$ cat src/rtl/fbm_pkg.sv
package fbm_pkg;
   typedef enum logic [2:0] {
      ST_IDLE,
      ST_TURN,
      ST_RD_OE,
      ST_RD_XFER,
      ST_WR_XFER,
      ST_WR_DRAIN
   } fbm_state_e;
endpackage

$ cat src/rtl/fbm_blk_counter.sv
module fbm_blk_counter #(
   parameter int BLK_WORDS = 256
) (
   input  logic clk,
   input  logic rst_n,
   input  logic step,
   output logic at_last
);
   localparam int CW = (BLK_WORDS > 2) ? $clog2(BLK_WORDS) : 1;
   localparam bit POW2 = (BLK_WORDS & (BLK_WORDS - 1)) == 0;

   logic [CW-1:0] cnt_q;

   generate
      if (POW2) begin : g_wrap
         // power of two: the counter wraps by itself
         assign at_last = &cnt_q;
         always_ff @(posedge clk or negedge rst_n) begin
            if (!rst_n)    cnt_q <= '0;
            else if (step) cnt_q <= cnt_q + CW'(1);
         end
      end else begin : g_cmp
         assign at_last = (cnt_q == CW'(BLK_WORDS - 1));
         always_ff @(posedge clk or negedge rst_n) begin
            if (!rst_n)                 cnt_q <= '0;
            else if (step && at_last)   cnt_q <= '0;
            else if (step)              cnt_q <= cnt_q + CW'(1);
         end
      end
   endgenerate
endmodule

$ cat src/rtl/fbm_rr_arb.sv
module fbm_rr_arb (
   input  logic rd_ok,
   input  logic wr_ok,
   input  logic last_wr,
   output logic grant_rd,
   output logic grant_wr
);
   // on a tie the direction not served last wins
   always_comb begin
      grant_rd = rd_ok && (!wr_ok || last_wr);
      grant_wr = wr_ok && (!rd_ok || !last_wr);
   end
endmodule

$ cat src/rtl/fifo_bridge_master.sv
module fifo_bridge_master
   import fbm_pkg::*;
#(
   parameter int DATA_W    = 32,
   parameter int BLK_WORDS = 256
) (
   input  logic                  clk,
   input  logic                  rst_n,
   input  logic [DATA_W-1:0]     bus_dq_i,
   output logic [DATA_W-1:0]     bus_dq_o,
   input  logic [DATA_W/8-1:0]   bus_be_i,
   output logic [DATA_W/8-1:0]   bus_be_o,
   output logic                  bus_drive,
   input  logic                  rx_ready_n,
   input  logic                  tx_room_n,
   output logic                  rd_n,
   output logic                  wr_n,
   output logic                  oe_n,
   output logic                  src_valid,
   output logic [DATA_W-1:0]     src_data,
   output logic [DATA_W/8-1:0]   src_be,
   input  logic                  src_block_room,
   input  logic                  snk_valid,
   output logic                  snk_ready,
   input  logic [DATA_W-1:0]     snk_data,
   input  logic                  snk_block_avail
);
   localparam int BE_W = DATA_W / 8;

   generate
      if (!(DATA_W == 16 || DATA_W == 32)) begin : g_bad_width
         $error("fifo_bridge_master: DATA_W must be 16 or 32");
      end
      if (BLK_WORDS < 2) begin : g_bad_blk
         $error("fifo_bridge_master: BLK_WORDS must be at least 2");
      end
   endgenerate

   fbm_state_e state_q, state_d;
   logic       last_wr_q, tgt_wr_q;
   logic       grant_rd, grant_wr;
   logic       rd_last, wr_last;
   logic       accept;

   // flags count only at a block boundary
   fbm_rr_arb u_arb (
      .rd_ok    (!rx_ready_n && src_block_room),
      .wr_ok    (!tx_room_n && snk_block_avail),
      .last_wr  (last_wr_q),
      .grant_rd (grant_rd),
      .grant_wr (grant_wr)
   );

   assign snk_ready = (state_q == ST_WR_XFER);
   assign accept    = snk_ready && snk_valid;

   fbm_blk_counter #(.BLK_WORDS(BLK_WORDS)) u_rd_cnt (
      .clk (clk), .rst_n (rst_n),
      .step (state_q == ST_RD_XFER), .at_last (rd_last)
   );
   fbm_blk_counter #(.BLK_WORDS(BLK_WORDS)) u_wr_cnt (
      .clk (clk), .rst_n (rst_n),
      .step (accept), .at_last (wr_last)
   );

   always_comb begin
      state_d = state_q;
      unique case (state_q)
         ST_IDLE: begin
            if (grant_rd || grant_wr) begin
               if (grant_wr != last_wr_q) state_d = ST_TURN;
               else if (grant_wr)         state_d = ST_WR_XFER;
               else                       state_d = ST_RD_OE;
            end
         end
         ST_TURN:     state_d = tgt_wr_q ? ST_WR_XFER : ST_RD_OE;
         ST_RD_OE:    state_d = ST_RD_XFER;
         ST_RD_XFER:  if (rd_last) state_d = ST_IDLE;
         ST_WR_XFER:  if (accept && wr_last) state_d = ST_WR_DRAIN;
         ST_WR_DRAIN: state_d = ST_IDLE;
         default:     state_d = ST_IDLE;
      endcase
   end

   always_ff @(posedge clk or negedge rst_n) begin
      if (!rst_n) begin
         state_q   <= ST_IDLE;
         last_wr_q <= 1'b1;
         tgt_wr_q  <= 1'b0;
      end else begin
         state_q <= state_d;
         if (state_q == ST_IDLE && (grant_rd || grant_wr)) begin
            last_wr_q <= grant_wr;
            tgt_wr_q  <= grant_wr;
         end
      end
   end

   // bridge-facing strobes, all from registers fed by next state
   always_ff @(posedge clk or negedge rst_n) begin
      if (!rst_n) begin
         oe_n      <= 1'b1;
         rd_n      <= 1'b1;
         wr_n      <= 1'b1;
         bus_drive <= 1'b0;
         bus_dq_o  <= '0;
         bus_be_o  <= '0;
      end else begin
         oe_n      <= !(state_d == ST_RD_OE || state_d == ST_RD_XFER);
         rd_n      <= !(state_d == ST_RD_XFER);
         bus_drive <= (state_d == ST_WR_XFER || state_d == ST_WR_DRAIN);
         wr_n      <= !accept;
         if (accept) begin
            bus_dq_o <= snk_data;
            bus_be_o <= {BE_W{1'b1}};
         end
      end
   end

   // receive capture: one word per edge with rd_n low
   always_ff @(posedge clk or negedge rst_n) begin
      if (!rst_n) begin
         src_valid <= 1'b0;
         src_data  <= '0;
         src_be    <= '0;
      end else begin
         src_valid <= !rd_n;
         src_data  <= bus_dq_i;
         src_be    <= bus_be_i;
      end
   end

   AST_RD_UNDER_OE: assert property (@(posedge clk) disable iff (!rst_n)
      !rd_n |-> !oe_n);
   AST_OE_LEADS_RD: assert property (@(posedge clk) disable iff (!rst_n)
      $fell(rd_n) |-> !$past(oe_n));
   AST_RD_OE_RELEASE: assert property (@(posedge clk) disable iff (!rst_n)
      $rose(rd_n) |-> oe_n);
   AST_SRC_FOLLOWS_RD: assert property (@(posedge clk) disable iff (!rst_n)
      src_valid |-> !$past(rd_n));
   AST_WR_WHILE_DRIVEN: assert property (@(posedge clk) disable iff (!rst_n)
      !wr_n |-> (bus_drive && &bus_be_o));
   AST_DRIVE_BEFORE_WR: assert property (@(posedge clk) disable iff (!rst_n)
      $rose(bus_drive) |-> wr_n);
   AST_SNK_GATED: assert property (@(posedge clk) disable iff (!rst_n)
      snk_ready |-> (bus_drive && oe_n));
   AST_NO_CONTENTION: assert property (@(posedge clk) disable iff (!rst_n)
      bus_drive |-> oe_n);
   AST_TURN_TO_WR: assert property (@(posedge clk) disable iff (!rst_n)
      $rose(bus_drive) |-> ($past(oe_n) && $past(oe_n, 2)));
   AST_TURN_TO_RD: assert property (@(posedge clk) disable iff (!rst_n)
      $fell(oe_n) |-> (!$past(bus_drive) && !$past(bus_drive, 2)));
endmodule

$ cat config.mk
export PLATFORM = sky130hd
export DESIGN_NAME = fifo_bridge_master
export DESIGN_NICKNAME = d
export VERILOG_FILES = /design/src/rtl/fbm_pkg.sv /design/src/rtl/fbm_blk_counter.sv /design/src/rtl/fbm_rr_arb.sv /design/src/rtl/fifo_bridge_master.sv
export SDC_FILE = /design/constraint.sdc
export NUM_CORES = 1
export LEC_CHECK = 0
export ABC_AREA = 1
export BUFFER_PORTS_ARGS = -buffer_cell sky130_fd_sc_hd__buf_2
export CAP_MARGIN = 20
export CORE_MARGIN = 2
export CORE_UTILIZATION = 46
export CTS_CLUSTER_SIZE = 40
export DETAILED_ROUTE_END_ITERATION = 10
export PLACE_DENSITY = 0.91
export SYNTH_ARGS = -nofsm -noshare
export SYNTH_HDL_FRONTEND = slang
export SYNTH_SLANG_ARGS = --single-unit
$ cat constraint.sdc
create_clock -name clk -period 1.47 [get_ports clk]
set_input_delay 0.147 -clock clk [delete_from_list [all_inputs] [get_ports clk]]
set_output_delay 0.147 -clock clk [all_outputs]
set_load 0.02 [all_outputs]
; Word-level counts from Yosys, hierarchy flattened
; Index checks and enable logic that the tools add are counted.
[totals]
reg_bits = 95
input_bits = 75
out_inout_bits = 78
word_cells = 56
[op_classes]
n_addsub = 2
eq_ne = 9
n_mux = 7
n_reduce_logical = 24
[ops]
columns = cell, n
row1 = $mux 3, 6
row2 = $add 8x1->8 const B, 2
row3 = $reduce_and 8->1, 2
row4 = $pmux 3 s5, 1
row5 = $eq 3x2->1 const B, 4
row6 = $eq 3x3->1 const B, 3
row7 = $logic_not 1->1, 9
row8 = $logic_and 1x1->1, 7
row9 = $logic_or 1x1->1, 5
row10 = $eq 3x1->1 const B, 1
row11 = $logic_not 3->1, 1
row12 = $ne 1x1->1, 1

; Logic depth before layout (Yosys ltp)
; Gate-level depths: netlist (run 1).
[logic_depth]
word_depth = 12
depth_mapped = 9
mapped_depth_nobuf = 9

; Hierarchy
; From an unflattened synthesis (run 1), not the netlist that was laid out.
[hier_totals]
hier_cells = 326
area_unflattened_um2 = 3499.6
[modules_own_cells]
columns = module, instances, cells_per_inst, area_each_um2, seq_area_each_um2
row1 = fifo_bridge_master, 1, 228, 2651.3, 1981.9
row2 = fbm_blk_counter, 2, 47, 410.4, 200.2
row3 = fbm_rr_arb, 1, 4, 27.5, 0.0

; Least setup slack after synthesis (run 1)
; No wires, ideal clock.
[synth_timing]
path_kind = reg2reg
start = register last_wr_q
end = register bus_drive
setup_ps = 126
arrival_time_ps = 1200
t_required_ps = 1344
slack_ps = 144
stages_incl_launch_ff = 9
n_path_buf = 0
period_less_slack_ps = 1326
path_cell_list = dfstp_2 > inv_1 > o21bai_1 > inv_1 > ha_1 > inv_1 > nor2_1 > nor2_1 > nor2_1
[synth_between]
elab_chain_len = 9
word_cells_on_any_way = 14
classes_between = eq/ne (3) / mux (4) / reduce/logical (7)
[synth_lines]
columns = element, line
row1 = "start, declared", fifo_bridge_master.sv:40  ; logic last_wr_q, tgt_wr_q;
row2 = "start signal, assigned", fifo_bridge_master.sv:93  ; last_wr_q <= grant_wr;
row3 = $logic_not 1->1 *, fbm_rr_arb.sv:11  ; grant_wr = wr_ok && (!rd_ok || !last_wr);
row4 = $logic_or 1x1->1 *, fbm_rr_arb.sv:11
row5 = $logic_and 1x1->1 *, fbm_rr_arb.sv:11
row6 = named net grant_wr, fifo_bridge_master.sv:41  ; logic grant_rd, grant_wr;
row7 = $ne 1x1->1 or $mux 3 (tied branches), "fifo_bridge_master.sv:71, fifo_bridge_master.sv:72"
row8 = $mux 3, fifo_bridge_master.sv:71  ; if (grant_wr != last_wr_q) state_d = ST_TURN;
row9 = $mux 3 *, fifo_bridge_master.sv:70  ; if (grant_rd || grant_wr) begin
row10 = $pmux 3 s5 *, fifo_bridge_master.sv:68  ; unique case (state_q)
row11 = $eq 3x3->1, fifo_bridge_master.sv:111  ; bus_drive <= (state_d == ST_WR_XFER || state_d == ST_WR_DRAIN);
row12 = $logic_or 1x1->1 *, fifo_bridge_master.sv:111
row13 = "end signal, assigned", fifo_bridge_master.sv:111
row14 = "end, declared", fifo_bridge_master.sv:13  ; output logic bus_drive,
; Mark *: on every way through the listed nets, which the timed path passes. The rest lies on a longest branch.
; A chain may end at the register's enable or synchronous reset.

; Worst setup path in the final report (run 1)
[layout_timing]
start = register last_wr_q
end = register rd_n
[layout_between]
elab_chain_len = 9
word_cells_on_any_way = 13
classes_between = eq/ne (2) / mux (4) / reduce/logical (7)
[layout_lines]
columns = element, line
row1 = $logic_not 1->1 *, fbm_rr_arb.sv:11
row2 = $logic_or 1x1->1 *, fbm_rr_arb.sv:11
row3 = $logic_and 1x1->1 *, fbm_rr_arb.sv:11
row4 = named net grant_wr, fifo_bridge_master.sv:41
row5 = $ne 1x1->1, fifo_bridge_master.sv:71
row6 = $mux 3, fifo_bridge_master.sv:71
row7 = $mux 3 *, fifo_bridge_master.sv:70
row8 = $pmux 3 s5 *, fifo_bridge_master.sv:68
row9 = named net state_d[0], fifo_bridge_master.sv:39  ; fbm_state_e state_q, state_d;
row10 = $eq 3x2->1 *, fifo_bridge_master.sv:110  ; rd_n <= !(state_d == ST_RD_XFER);
row11 = $logic_not 1->1 *, fifo_bridge_master.sv:110
row12 = "end signal, assigned", fifo_bridge_master.sv:110
row13 = "end, declared", fifo_bridge_master.sv:16  ; output logic rd_n,
; Marked as above.

==> results.cfg, run 1 <==
[yosys]
synth_edf_count = 0
yosys.area.top_type_share_pct = 67.5
ys.warnings.count = 0
netlist_top_cells_count = nand2_1 (131), dfrtp_1 (91), inv_1 (16)
ys_types = 24
synth.area.top_cells = dfrtp_1 (67%), nand2_1 (15%), dfstp_2 (3.1%), inv_1 (1.8%), xnor2_1 (1.6%)
ys_seq_area_share_pct = 70.6
yosysMostFrequentCell = nand2_1
ys.flop_type = dfrtp_1
synth.avg_cell_area_um2 = 11.0
synthesis.nets = 385
netlist_instances = 307
syn_area_mm2 = 0.00337
yosysTopAreaCell = dfrtp_1
ys_ff_latch = 95
synthArstFlopShare_pct = 100

[clock_tree]
clk_latency_ps = 350
cts-buffers-inserted = 9
root_buffer = clkbuf_8
cts.path.max_buffers = 2
cts.clk_slew.worst_paths_ps = 90
cts_tree = built
cts_num_sinks = 95
htree_levels = 3

[power]
power_frac_clock_pct = 34.5
ir_drop_mv = 0.744
p_sw_share_pct = 23.1
p_comb_share_pct = 9.3
powerDensity_mw_per_mm2 = 921
power_mw = 4.77
power_frac_seq_pct = 56.1
intPower_mw = 3.67
power_switching_mw = 1.10
p_leak_nw = 2.87

[min_path]
holdCritPathClass = in -> reg
min_from = snk_data[29]
hold_depth = 3
min_to = bus_dq_o[29]

[place]
dp_hpwl_mm = 5.45
routabilityCongestion = 0.783
place.port_buffers = 152
numPlacedInstances = 555

[setup_path]
worstPathCellList = inv_2 > o21bai_1 > inv_1 > ha_2 > nand3_2 > nand3_2 > nand3_1
timing.rr.end = rd_n
critPathSlowestCell = dfstp_2
r2r_slack_ps = 20
cp_max_fo = 3
cpMostUsedCell = nand3_2
end_kind = flop
arrival_ps = 1710
worstPathBufferInverterCount = 2
crit_family = flip-flops
start_kind = flop
critPathMaxStageDelay_ps = 550
timing_worst_setup_path_type = reg -> reg
reg2regPathDepth = 7
reg2reg_from = last_wr_q
cp.required_ps = 1730

[finish]
nNetsFinal = 612
ff_latch_area_mm2 = 0.00238
multiInputGateArea_um2 = 887
syn_to_final_growth_pct = 53.4
fin_cells = 636
drive_gt1_share_pct = 36.3
final_util_pct = 72.1
diodes = 0
nFillCells = 479

[timing]
min_period_ps = 1450
slew_headroom_pct = 81.5
hold_viol = 0
clock.fmax_ghz = 0.689
min_period_over_period_pct = 98.7
worst_slew_pin_slew_ps = 278
clock_skew_ps = 13.2
setup_violations = 0
slew_viol_final = 0

[global_route]
gr-usage-met3_pct = 7.95
grt_overflow = 0
grt_max_degree = 54
grt_usage_pct = 23.2
grt_pass1_wl_mm = 13.8
grt_use_met1_pct = 27.1
use_met2_pct = 39.0
grt_antenna_before_repair = 0
grt_pass1_vias = 3036
top_usage_layer = met2

[floorplan]
ios = 153
dieArea_mm2 = 0.00804
rows = 31
initial_core_util_pct = 47.0
die_width_um = 89.7
chipHeight_um = 89.7
coreArea_mm2 = 0.00718

[run_status]
status = finished clean

[detailed_routing]
wl_per_cell_um = 14.4
vias_per_cell = 4.61
drc = 0
ant_nets = 0
drt-total-wl_mm = 9.15
dr.pass1.iters = 5
drtIter0Drc = 101
vias = 2932

[flow_run]
drv_cap = 0
-- per-layer routing --
layer	share of wire (%)	vias to the layer above
li1	-	1381
met1	38	1384
met2	52	134
met3	7.2	33
met4	3.1	0
met5	0	-
-- flip-flops by register name, summed over array words and instances (netlist names), 3 cells and up --
register / count
src_data: 32
u_rd_cnt.cnt_q: 8
state_q: 3
bus_dq_o: 32
src_be: 4
u_wr_cnt.cnt_q: 8
-- power by group through the flow --
stage / Sequential [mW] / Clock (mW) / Combinational [mW]
final: 2.68 / 1.65 / 0.445
after global routing: 2.68 / 1.81 / 0.478
after floorplan: 2.79 / 0 / 0.00898
after CTS: 2.67 / 1.67 / 0.433
after global placement: 2.72 / 0 / 0.289
after detailed placement: 2.72 / 0 / 0.298
-- what timing repair did --
item                                    4_1_cts  5_1_grt
endpoints found under the hold margin       156        1
endpoints found under the setup margin        4        4
setup buffers                                 0        0
hold buffers                                 66        1
pin swaps                                     0        5
gates resized for setup                       1        7
-- area by class of cell --
type	count	share of cell area, %
multi-input combinational	185	17.1
tap	99	2.39
clock buffer	9	2.39
inverter	17	1.23
sequential	95	46.0
clock inverter	5	1.14
timing repair buffer	226	29.7
-- worst reg2reg max path: stages, from the launching register on --
cell and delay, ps:
dfstp_2 550, inv_2 40, o21bai_1 150, inv_1 90, ha_2 320, nand3_2 70, nand3_2 70, nand3_1 70
-- cells by family after synthesis --
family | after synthesis | synth area share, %
AO/OA/AOI/OAI | 7 | 1.11
XOR/XNOR | 12 | 3.11
adder cells (fa/ha/maj) | 3 | 1.11
buffers and inverters | 27 | 3.78
flip-flops | 95 | 70.6
multiplexers | 1 | 0.334
AND/OR/NAND/NOR | 162 | 19.9
-- placed cells by master, fill, tap and decap left out --
cell | synthesis | final
a21oi_1 | 3 | 3
buf_12 | 0 | 4
buf_2 | 6 | 151
buf_4 | 3 | 4
bufinv_16 | 0 | 1
clkbuf_8 | 0 | 9
clkinv_2 | 0 | 1
clkinvlp_4 | 0 | 2
dfrtp_1 | 91 | 91
dfstp_2 | 4 | 4
dlygate4sd3_1 | 0 | 67
ha_1 | 3 | 2
ha_2 | 0 | 1
inv_1 | 16 | 14
inv_2 | 1 | 3
inv_6 | 0 | 1
mux2_2 | 1 | 1
nand2_1 | 131 | 131
nand2_2 | 1 | 1
nand3_1 | 9 | 7
nand3_2 | 1 | 3
nand4_1 | 2 | 2
nor2_1 | 11 | 9
nor2_2 | 1 | 2
nor2_4 | 3 | 4
nor3_2 | 2 | 2
o21ai_0 | 3 | 3
o21bai_1 | 1 | 1
or2_2 | 1 | 1
xnor2_1 | 6 | 6
xor2_1 | 6 | 6
-- stage by stage --
step | hold slack (ps) | TNS, ps | worst slack [ps] | cell area [µm²]
floorplan | -149 | 0 | 144 | 3370
global placement | 142 | 0 | 69.5 | 4300
CTS | 0.198 | 0 | 42.3 | 5150
global route | 40.8 | -25.6 | -25.6 | 5180
finish | 27.5 | 0 | 19.6 | 5180
detailed placement | 156 | -34.2 | -15.6 | 4300
-- worst max-delay path by stage --
stage,from,to,slack (ps),depth (start not counted)
2_1_floorplan,last_wr_q,bus_drive,140,8
3_3_place_gp,last_wr_q,bus_drive,70,8
3_5_place_dp,last_wr_q,bus_drive,-20,8
4_1_cts,last_wr_q,bus_drive,40,8
5_1_grt,last_wr_q,rd_n,-30,7
6_report,last_wr_q,rd_n,20,7
Power figures use the tool's default switching activity.
==> inputs of run 2 (changes only) <==
--- a/config.mk
+++ b/config.mk
@@ -10,7 +10,6 @@
 export CAP_MARGIN = 20
-export CORE_MARGIN = 2
-export CORE_UTILIZATION = 46
+export CORE_UTILIZATION = 50
 export CTS_CLUSTER_SIZE = 40
 export DETAILED_ROUTE_END_ITERATION = 10
-export PLACE_DENSITY = 0.91
+export PLACE_DENSITY = 0.95
 export SYNTH_ARGS = -nofsm -noshare
==> constraint.sdc (replaced) <==
create_clock -name clk -period 1.8 [get_ports clk]
set_input_delay 0.18 -clock clk [delete_from_list [all_inputs] [get_ports clk]]
set_output_delay 0.18 -clock clk [all_outputs]
set_load 0.05 [all_outputs]
==> run 2 against run 1 <==
  * The run now ends with design-rule violations left
  * Design area fell by 6.9%
  * Setup slack improved by 200 ps
  * Non-clock buffer count fell by 32
  * Hold slack got worse by 0.85 ps
  * Sequential share of layout area rose by 3.4 points
  * Count of clock-buffer cells in the layout rose by 2
  * Via count fell by 4.3%
  * First-iteration DRC count rose by 57%
  * Register-to-register slack improved by 230 ps
  * Routed wire length fell by 4.5%
  * Utilization rose by 2.9 points
  * Global-route usage rose by 2.7 points
  * Highest routed layer unchanged
==> results.cfg, run 2 (synthesis gave the netlist of run 1 again) <==
[floorplan]
dieArea_mm2 = 0.00708
die_width_um = 84.2
initial_core_util_pct = 52.5
ios = 153
rows = 29
coreArea_mm2 = 0.00642
chipHeight_um = 84.2

[place]
place.port_buffers = 152
place_area_mm2 = 0.00423
routabilityCongestion = 0.797
post-place-ws_ps = 258
dp_hpwl_mm = 5.44

[global_route]
grt_antenna_before_repair = 0
grt_overflow = 0
top_usage_layer = met2
grt_pass1_wl_mm = 14.0
grt_use_met1_pct = 29.8
use_met2_pct = 46.0
gr-usage-met3_pct = 5.60
grt_pass1_vias = 3032
grt_usage_pct = 25.9
grt_max_degree = 49

[timing]
min_period_over_period_pct = 87.6
setup_ws_ps = 223
hold_viol = 0
clock_skew_ps = 6.54
clock.fmax_ghz = 0.634
grt_setup_unrepaired = false
worst_slew_pin_slew_ps = 383
setup_violations = 0
min_period_ps = 1580
slew_headroom_pct = 74.5
slew_viol_final = 0
hold-worst-slack_ps = 26.7
setup_tns_ps = 0

[power]
powerDensity_mw_per_mm2 = 850
ir_drop_mv = 0.811
p_leak_nw = 2.74

[setup_path]
end_kind = output pin
start_kind = flop
cp.required_ps = 1620
reg2reg_from = last_wr_q
timing_worst_setup_path_type = reg -> out
timing.rr.end = bus_drive
reg2regPathDepth = 8
arrival_ps = 1400
r2r_slack_ps = 250
cp_max_fo = 5

[finish]
nNetsFinal = 580
nFillCells = 416
layout_commonest_cell = buf_2
drive_gt1_share_pct = 36.7
final_cell_area_mm2 = 0.00482
final_cell_mix = buf_2 (151), nand2_1 (131), dfrtp_1 (91)
final_util_pct = 75.0
syn_to_final_growth_pct = 42.8
diodes = 0
reg_top3 = bus_dq_o: 32 flops, src_data: 32 flops

[detailed_routing]
dr.pass1.iters = 7
wl_per_cell_um = 15.0
drt-total-wl_mm = 8.73
vias_per_cell = 4.80
drtIter0Drc = 159
ant_nets = 0
drc = 10
vias = 2806

[clock_tree]
cts.clk_slew.worst_paths_ps = 90
cts_num_sinks = 95
post_cts_buffers = 0
cts_resized = 0
root_buffer = clkbuf_8
htree_levels = 3
cts_tree = built
clk_latency_ps = 340
cts.path.max_buffers = 2
hold_buffers = 37
cts-buffers-inserted = 9

[run_status]
violations = design-rule violations
status = complete, but fails checks

[min_path]
holdCritPathClass = in -> reg
min_to = bus_dq_o[12]
min_from = snk_data[12]
hold_depth = 3

[flow_run]
drv_cap = 0
## run 2: worst max-delay path by stage
stage,startpoint,cells after the start,slack (ps),endpoint
after floorplan,last_wr_q,8,470,bus_drive
after detailed placement,last_wr_q,8,260,bus_drive
after global placement,state_q[0],5,410,u_wr_cnt.cnt_q[2]
after global routing,state_q[0],4,130,snk_ready
after CTS,state_q[0],4,220,snk_ready
final,state_q[0],4,220,snk_ready
## run 2: power breakdown
group | internal, mW | switching, mW | total, mW
sequential | 2.17 | 0.0129 | 2.19
clock | 0.787 | 0.722 | 1.51
combinational | 0.146 | 0.254 | 0.399
## run 2: cell type report
class	instances	area, µm²	area share (%)
Sequential cell	95	2380	49.4
Inverter	17	63.8	1.32
Tap cell	77	96.3	2.00
Multi-Input combinational cell	185	865	17.9
Clock buffer	11	131	2.73
Clock inverter	5	83.8	1.74
Timing Repair Buffer	194	1200	24.8
## run 2: per-stage QoR
step,instances,power [mW]
2_1_floorplan,307,2.38
3_3_place_gp,531,2.55
3_5_place_dp,531,2.56
4_1_cts,584,4.11
5_1_grt,584,4.22
6_report,584,4.09
## run 2: critical path, cell delays in order (launching register included)
cell and delay (ps):
dfrtp_1 470, nor2_4 160, nand2_1 120, inv_1 70
buf_2 250
## run 2: per-layer routing
layer	part of all wire [%]	up-vias
met5	0	-
met4	3.2	0
met3	6.1	26
met2	54	120
met1	37	1342
li1	-	1318
==> inputs of run 3 (changes only) <==
--- a/config.mk
+++ b/config.mk
@@ -8,3 +8,3 @@
 export ABC_AREA = 1
-export BUFFER_PORTS_ARGS = -buffer_cell sky130_fd_sc_hd__buf_2
+export BUFFER_PORTS_ARGS = -buffer_cell sky130_fd_sc_hd__clkbuf_2
 export CAP_MARGIN = 20
==> constraint.sdc (replaced) <==
create_clock -name clk -period 1.8 [get_ports clk]
set_input_delay 0.09 -clock clk [delete_from_list [all_inputs] [get_ports clk]]
set_output_delay 0.09 -clock clk [all_outputs]
set_load 0.05 [all_outputs]
==> run 3 against run 2 <==
  * The flow still finishes with violations (design-rule violations)
  * Register-to-register slack improved by 90 ps
  * Combinational power increased by 16%
  * Sequential share of layout area decreased by 2.9 points
  * Largest power group unchanged
  * Highest routed layer unchanged
==> results.cfg, run 3 (synthesis gave the netlist of run 1 again) <==
[detailed_routing]
dr.pass1.iters = 7
drc = 10
vias = 3039
drtIter0Drc = 167
wl_per_cell_um = 16.0
vias_per_cell = 4.91
drt-total-wl_mm = 9.87
ant_nets = 0

[floorplan]
dieArea_mm2 = 0.00708
die_width_um = 84.2
rows = 29
initial_core_util_pct = 52.5
ios = 153
coreArea_mm2 = 0.00642
chipHeight_um = 84.2

[power]
p_comb_share_pct = 11.8
p_leak_nw = 2.86
power_frac_seq_pct = 55.9
power_switching_mw = 1.01
powerDensity_mw_per_mm2 = 766
p_sw_share_pct = 25.9
ir_drop_mv = 0.632
power_frac_clock_pct = 32.3
intPower_mw = 2.90

[timing]
slew_headroom_pct = 64.6
hold-worst-slack_ps = 118
setup_tns_ps = 0
worst_slew_pin_slew_ps = 531
min_period_ps = 1500
setup_violations = 0
clock_skew_ps = 8.73
grt_setup_unrepaired = false
slew_viol_final = 0
clock.fmax_ghz = 0.669
setup_ws_ps = 304
min_period_over_period_pct = 83.1
hold_viol = 0

[global_route]
grt_max_degree = 43
grt_usage_pct = 29.4
grt_antenna_before_repair = 1
grt_pass1_vias = 3306
grt_overflow = 0
grt_pass1_wl_mm = 15.7

[clock_tree]
htree_levels = 3
cts_tree = built
cts.path.max_buffers = 2
root_buffer = clkbuf_8
cts.clk_slew.worst_paths_ps = 80
cts_num_sinks = 95
clk_latency_ps = 350
cts-buffers-inserted = 9
post_cts_buffers = 0

[finish]
drive_gt1_share_pct = 34.9
fin_cells = 619
syn_to_final_growth_pct = 51.6
nNetsFinal = 614
final_cell_mix = clkbuf_2 (151), nand2_1 (131), dfrtp_1 (91)
layout_commonest_cell = clkbuf_2
reg_top3 = bus_dq_o: 32 flops, src_data: 32 flops

[setup_path]
arrival_ps = 1410
critPathSlowestCell = dfrtp_1
end_kind = output pin
timing_worst_setup_path_type = reg -> out
crit_family = flip-flops
worstPathCellList = nor2_4 > nand2_1 > inv_1 > clkbuf_2
cp.required_ps = 1710
worstPathBufferInverterCount = 2
cp_max_fo = 5
start_kind = flop
critPathMaxStageDelay_ps = 460

[run_status]
violations = design-rule violations
status = complete, but fails checks

[place]
routabilityCongestion = 0.799
post-place-ws_ps = 361
numPlacedInstances = 533
dp_hpwl_mm = 5.37
place.port_buffers = 152

[flow_run]
drv_cap = 0

[min_path]
holdCritPathClass = in -> reg
==> run 3: cell types whose count changed in the layout (fill, tap and decap cells not counted), sizes merged <==
cell / before / now
clkinv: 1 / 3
bufinv: 2 / 0
diode: 0 / 1
buf: 157 / 8
dlygate4sd3: 37 / 69
clkbuf: 11 / 162
==> run 3: metal layers <==
| metal | part of all wire (%) | wire [µm] | GRT usage, % |
|---|---|---|---|
| met1 | 37 | 3690 | 33.7 |
| met3 | 6.3 | 619 | 6.49 |
| met4 | 2.8 | 278 | 14.6 |
| met5 | 0 | 0 | 0 |
| met2 | 54 | 5280 | 52.3 |
==> run 3: layout make-up <==
cell class	count	area (µm²)
Sequential cell	95	2380
Antenna cell	1	2.50
Clock inverter	5	33.8
Inverter	17	63.8
Fill cell	376	1310
Timing Repair Buffer	228	1530
Tap cell	77	96.3
Clock buffer	11	141
Multi-Input combinational cell	185	865
==> run 3: timing repair <==
item	CTS	global route
hold endpoints to repair	103	0
hold buffers	69	0
gates resized for setup	0	0
==> run 3: through the flow <==
step,utilization (%),total power [mW],area [µm²]
CTS,79.6,3.91,5110
finish,79.7,3.92,5120
floorplan,-,2.38,3370
global route,79.7,4.05,5120
global placement,66.1,2.55,4250
detailed placement,66.1,2.56,4250
==> run 3: worst paths after layout <==
kind / startpoint / to / slack [ps] / depth (start not counted)
max: state_q[0] / snk_ready / 300 / 4
min: snk_valid / u_wr_cnt.cnt_q[7] / 120 / 4
max in group asynchronous: rst_n / src_data[8] / 880 / 3
max reg2reg: last_wr_q / bus_drive / 340 / 8
min in group asynchronous: rst_n / tgt_wr_q / 270 / 2
min reg2reg: rd_n / src_valid / 450 / 1
==> run 3: worst reg2reg max path, stage by stage, from the launching register on <==
cell	delay, ps
dfstp_2	540
inv_1	60
o21bai_1	140
inv_1	80
ha_1	180
inv_1	50
nor2_1	40
nor2_1	190
nor2_1	80
==> run 3: power by group through the flow <==
stage               clock [mW]  sequential (mW)  combinational [mW]
floorplan                    0             2.38             0.00733
global placement             0             2.23               0.328
detailed placement           0             2.23               0.334
CTS                       1.28             2.19               0.451
global route              1.37             2.19               0.486
finish                    1.26             2.19               0.463
